<file path="config.mk">
export PLATFORM = sky130hd
export DESIGN_NAME = mvr_bank
export DESIGN_NICKNAME = d
export VERILOG_FILES = /design/src/rtl/mvr_pkg.sv /design/src/rtl/mvr_ctrl.sv /design/src/rtl/mvr_datapath.sv /design/src/rtl/mvr_bank.sv
export SDC_FILE = /design/constraint.sdc
export NUM_CORES = 1
export LEC_CHECK = 0
export ABC_AREA = 1
export BUFFER_PORTS_ARGS = -buffer_cell sky130_fd_sc_hd__buf_2
export CAP_MARGIN = 30
export CORE_MARGIN = 5
export CORE_UTILIZATION = 25
export DETAILED_ROUTE_END_ITERATION = 16
export PLACE_DENSITY_LB_ADDON = 0.05
export SETUP_SLACK_MARGIN = 0.4
export SKIP_CTS_REPAIR_TIMING = 1
export SKIP_LAST_GASP = 1
export SLEW_MARGIN = 10
export SYNTH_ARGS = -nofsm -noshare
export SYNTH_HDL_FRONTEND = slang
export SYNTH_HIERARCHICAL = 1
export SYNTH_SLANG_ARGS = --single-unit
</file>
<file path="constraint.sdc">
create_clock -name clk -period 1.65 [get_ports clk]
set_input_delay 0.2475 -clock clk [delete_from_list [all_inputs] [get_ports clk]]
set_output_delay 0.2475 -clock clk [all_outputs]
set_load 0.1 [all_outputs]
</file>
<file path="src/rtl/mvr_pkg.sv">
package mvr_pkg;

  localparam int OP_W = 3;

  typedef enum logic [OP_W-1:0] {
    OP_NOP = 3'd0,
    OP_INC = 3'd1,
    OP_DEC = 3'd2,
    OP_ADD = 3'd3,
    OP_SUB = 3'd4
  } opCode_e;

  typedef enum logic [1:0] {
    RD_NONE,
    RD_STAT,
    RD_ARG,
    RD_OP
  } rdSel_e;

  typedef struct packed {
    logic   wrCmd;
    logic   wrArg;
    logic   wrOp;
    rdSel_e rdSel;
  } busStrobe_t;

  // command bit positions of a write to the flag location
  localparam int CMD_SETV  = 3;
  localparam int CMD_CLRV  = 2;
  localparam int CMD_CLRD  = 1;
  localparam int CMD_START = 0;

  // status bit positions of a read from the flag location
  localparam int STAT_VALID = 1;
  localparam int STAT_DONE  = 0;

endpackage

</file>
<file path="src/rtl/mvr_ctrl.sv">
module mvr_ctrl
  import mvr_pkg::*;
#(
  parameter int ADDR_W    = 8,
  parameter int STAT_ADDR = 'h0,
  parameter int ARG_ADDR  = 'h4,
  parameter int OP_ADDR   = 'h8
) (
  input  logic [ADDR_W-1:0] busAddr,
  input  logic              busWrEn,
  input  logic              busRdEn,
  output busStrobe_t        strobe
);

  localparam logic [ADDR_W-1:0] STAT_A = ADDR_W'(STAT_ADDR);
  localparam logic [ADDR_W-1:0] ARG_A  = ADDR_W'(ARG_ADDR);
  localparam logic [ADDR_W-1:0] OP_A   = ADDR_W'(OP_ADDR);

  logic hitStat, hitArg, hitOp;

  always_comb begin
    hitStat = (busAddr == STAT_A);
    hitArg  = (busAddr == ARG_A);
    hitOp   = (busAddr == OP_A);

    strobe.wrCmd = busWrEn && hitStat;
    strobe.wrArg = busWrEn && hitArg;
    strobe.wrOp  = busWrEn && hitOp;

    strobe.rdSel = RD_NONE;
    if (busRdEn) begin
      if (hitStat)     strobe.rdSel = RD_STAT;
      else if (hitArg) strobe.rdSel = RD_ARG;
      else if (hitOp)  strobe.rdSel = RD_OP;
    end
  end

endmodule

</file>
<file path="src/rtl/mvr_datapath.sv">
module mvr_datapath
  import mvr_pkg::*;
#(
  parameter int DATA_W = 32,
  parameter int ARG_W  = 8
) (
  input  logic              clk,
  input  logic              rstN,
  input  busStrobe_t        strobe,
  input  logic [DATA_W-1:0] busWrData,
  input  logic              doneIn,
  output logic [DATA_W-1:0] busRdData,
  output logic              startPulse,
  output logic              validQ,
  output logic              doneQ,
  output logic [OP_W-1:0]   opQ
);

  localparam int STORE_W = 2 * ARG_W;

  logic [STORE_W-1:0] argStore;
  logic [DATA_W-1:0]  rdNext;
  logic [DATA_W-1:0]  argView;

  // flag and strobe state driven by command writes
  always_ff @(posedge clk) begin
    if (!rstN) begin
      validQ     <= 1'b0;
      doneQ      <= 1'b0;
      startPulse <= 1'b0;
    end else begin
      startPulse <= strobe.wrCmd && busWrData[CMD_START];
      if (strobe.wrCmd && busWrData[CMD_CLRV])      validQ <= 1'b0;
      else if (strobe.wrCmd && busWrData[CMD_SETV]) validQ <= 1'b1;
      if (doneIn)                                   doneQ <= 1'b1;
      else if (strobe.wrCmd && busWrData[CMD_CLRD]) doneQ <= 1'b0;
    end
  end

  // operation code and shared argument storage
  always_ff @(posedge clk) begin
    if (!rstN) begin
      opQ      <= OP_NOP;
      argStore <= '0;
    end else begin
      if (strobe.wrOp)  opQ      <= busWrData[OP_W-1:0];
      if (strobe.wrArg) argStore <= busWrData[STORE_W-1:0];
    end
  end

  // view of the argument store chosen by the operation code
  always_comb begin
    argView = '0;
    case (opQ)
      OP_INC, OP_DEC: argView[ARG_W-1:0]   = argStore[ARG_W-1:0];
      OP_ADD, OP_SUB: argView[STORE_W-1:0] = argStore;
      default:        argView              = '0;
    endcase
  end

  always_comb begin
    rdNext = '0;
    case (strobe.rdSel)
      RD_STAT: begin
        rdNext[STAT_VALID] = validQ;
        rdNext[STAT_DONE]  = doneQ;
      end
      RD_ARG:  rdNext = argView;
      RD_OP:   rdNext[OP_W-1:0] = opQ;
      default: rdNext = '0;
    endcase
  end

  always_ff @(posedge clk) begin
    if (!rstN) busRdData <= '0;
    else       busRdData <= rdNext;
  end

endmodule

</file>
<file path="src/rtl/mvr_bank.sv">
module mvr_bank
  import mvr_pkg::*;
#(
  parameter int ADDR_W    = 8,
  parameter int DATA_W    = 32,
  parameter int ARG_W     = 8,
  parameter int STAT_ADDR = 'h0,
  parameter int ARG_ADDR  = 'h4,
  parameter int OP_ADDR   = 'h8
) (
  input  logic              clk,
  input  logic              rstN,
  input  logic [ADDR_W-1:0] busAddr,
  input  logic              busWrEn,
  input  logic [DATA_W-1:0] busWrData,
  input  logic              busRdEn,
  output logic [DATA_W-1:0] busRdData,
  input  logic              doneIn,
  output logic              startPulse
);

  busStrobe_t            strobe;
  logic                  validQ;
  logic                  doneQ;
  logic [OP_W-1:0]       opQ;

  mvr_ctrl #(
    .ADDR_W   (ADDR_W),
    .STAT_ADDR(STAT_ADDR),
    .ARG_ADDR (ARG_ADDR),
    .OP_ADDR  (OP_ADDR)
  ) u_ctrl (
    .busAddr(busAddr),
    .busWrEn(busWrEn),
    .busRdEn(busRdEn),
    .strobe (strobe)
  );

  mvr_datapath #(
    .DATA_W(DATA_W),
    .ARG_W (ARG_W)
  ) u_dp (
    .clk       (clk),
    .rstN      (rstN),
    .strobe    (strobe),
    .busWrData (busWrData),
    .doneIn    (doneIn),
    .busRdData (busRdData),
    .startPulse(startPulse),
    .validQ    (validQ),
    .doneQ     (doneQ),
    .opQ       (opQ)
  );

endmodule

</file>
==> out/qor.txt <==
Pwr per Cell Area -> 857 nW/um^2
Starting DRT DRC Count -> 37
Yosys warnings -> 6
DIE WIDTH -> 89.5 microns
Worst Reg-to-Reg Cells -> 6
# clock sinks -> 38
CP Launch Type -> input port
Residual DRC -> 0
Max Used Layer -> met4
met1 WL -> 1.50 mm
IO Pins -> 78
wire length per cell -> 10.0 microns
drt pass-1 iters -> 4
count of final setup violators -> 0
Switching Fraction -> 0.289
clock input transition at the sequential cells of the worst setup and hold paths -> 0.07 ns
worst hold path depth -> 3
skew final -> 0.00559 ns
hold crit path type -> in -> reg
share of power burned in registers -> 0.496
sequential share of the synthesized area -> 0.481
final-report hold violation count -> 0
CP Cell Sequence -> buf_12 > inv_12 > nand2_4 > nor2_4 > nand2_2 > a21oi_4 > inv_2 > or2_4 > nor2_4 > nand3_4 > nor2_2
met3 wire len -> 250 microns
Buffers on Ports -> 45
Main synth FF type -> dfxtp_1
synthesized cell area -> 1580 sq um
layout cells sized above 1 -> 0.354
Net Sw Power -> 0.537 mW
Worst Path Arrival -> 1.51 ns
CP Launch Point -> busAddr[4]
H-tree depth -> 2
Worst IR Drop VDD -> 0.255 mV
initial antenna violation count -> 0
Routed WL -> 3.37 mm
combinational share of power -> 0.152
Die ar. -> 8010 sq um
Synth top area share -> 0.481
status -> finished, final reports clean
RePlAce Congestion -> 0.670
drt via density -> 3.96
largest net degree at the start of global routing -> 33
Detail Route Antenna Nets -> 0
Critical Path Most Common Cell -> nor2_4
remaining global-route overflow -> 0
Max clock buf depth -> 2
ys async rst share -> 0
critical path's largest stage delay -> 0.26 ns
Synth area leaders -> dfxtp_1 (48%), inv_1 (8.1%), a21oi_1 (7.6%)
fin nets -> 304
fin area -> 2170 sq um
Synth area leader -> dfxtp_1
HPWL after DPL -> 2.54 mm
EDFF count, synth -> 0
Max Cap Viol -> 0
first-pass GRT wire length -> 5.26 mm
Critical-path top delay cell -> or2_4
Area after DPL -> 1930 sq um
Setup WS post-layout -> 0.366 ns
ant diodes -> 0
fin util -> 0.347
Synth top cells by count -> dfxtp_1 (38), inv_1 (34), nor2_1 (27)
core box area -> 6240 sq um
Cell Int Power -> 1.32 mW
Total Neg Setup Slack -> 0 ns
Max Slew Vio Count -> 0
final cycle utilization of the critical path -> 0.778
cell with the most instances after synthesis -> dfxtp_1
pre-CTS setup slack -> -0.00999 ns
gr usage total -> 0.0870
Avg Inst Size Synth -> 7.67 sq um
Root Driver -> clkbuf_8
worst-path maximum fanout -> 8
synth unique cells -> 22
row cnt -> 29
# fillers -> 686
cell family with most CP delay -> simple AND/OR/NAND/NOR gates
Leak -> 0.893 nW
FF+latch count, synth -> 38
Worst-Skew Late Latency -> 0.28 ns
Clock power frac -> 0.352
initial cell density of the core -> 0.253
CTS Buf Count -> 5
DR vias -> 1334
vias in the first global route -> 1238
Worst Path Buf+Inv -> 3
CP Capture Type -> register
wire length on met2 -> 1.59 mm
hold wc startpoint -> doneIn
FMAX -> 0.779 GHz
fin crit period -> 1.28 ns
Worst EP required -> 1.87 ns
CTS tree -> done
Die Ht -> 89.5 microns
Levels on crit path -> 11
synthesis-to-finish area growth -> 37.1%
hold_ws -> 0.174 ns
RSZ-0062 raised after global routing -> yes
Syn Inst Count -> 206
critical path class -> in -> reg
worst r2r src -> u_dp/opQ[0]
## stage by stage
stage	power, mW	std cells
2_1_floorplan	1.17	221
3_3_place_gp	1.20	329
3_5_place_dp	1.20	329
4_1_cts	1.87	337
5_1_grt	1.94	337
6_report	1.86	337
## state kept, by name, summed over array words and instances (netlist names)
| name | cells |
|---|---|
| u_dp/doneQ | 1 |
| u_dp/opQ | 3 |
| u_dp/busRdData | 16 |
| u_dp/startPulse | 1 |
| u_dp/validQ | 1 |
| u_dp/argStore | 16 |
## metal layers
metal	global-route usage	up-vias
met3	0.0267	5
met5	0	-
met1	0.0942	577
met2	0.152	45
met4	0.0447	0
li1	-	707
## power by group through the flow
stage	Sequential (mW)	Clock [mW]	Combinational, mW
after global placement	0.942	0	0.261
after global routing	0.921	0.726	0.297
final	0.920	0.654	0.282
after floorplan	0.942	0	0.232
after CTS	0.920	0.688	0.259
after detailed placement	0.942	0	0.259
## cell type report
type | count | area, sq um | share of cell area
Clock buffer | 7 | 86.3 | 0.0399
Multi-Input combinational cell | 127 | 664 | 0.307
Clock inverter | 1 | 5.00 | 0.00231
Timing Repair Buffer | 52 | 399 | 0.184
Inverter | 35 | 154 | 0.0711
Tap cell | 77 | 96.3 | 0.0445
Sequential cell | 38 | 761 | 0.351
## cells by family (layout without fill, tap and decap cells)
| group | after synthesis | after routing | share of synthesized area |
|---|---|---|---|
| flops | 38 | 38 | 0.481 |
| other cells | 1 | 16 | 0.00237 |
| compound gates | 46 | 46 | 0.152 |
| buf+inv | 56 | 95 | 0.172 |
| simple gates | 65 | 65 | 0.192 |
## cell usage in the layout (no fill, tap or decap), drive strengths merged
cell,n
clkbuf,24
dfxtp,38
o21ai,20
a211oi,1
nor2,33
inv,34
buf,35
nand2,23
or2,1
a21oi,25
nor3,1
clkinv,2
nand3,7
conb,16
## final timing paths
check	end	slack, ns
hold / removal	u_dp/doneQ	0.17
hold reg to reg	u_dp/busRdData[10]	0.43
setup reg to reg	u_dp/busRdData[6]	0.55
setup / recovery	u_dp/busRdData[11]	0.37
## tightest hold or removal path, cell delays in order
cell	delay [ns]
buf_2	0.08
a21oi_1	0.03
nor2_1	0.07
Power figures use the tool's default switching activity.
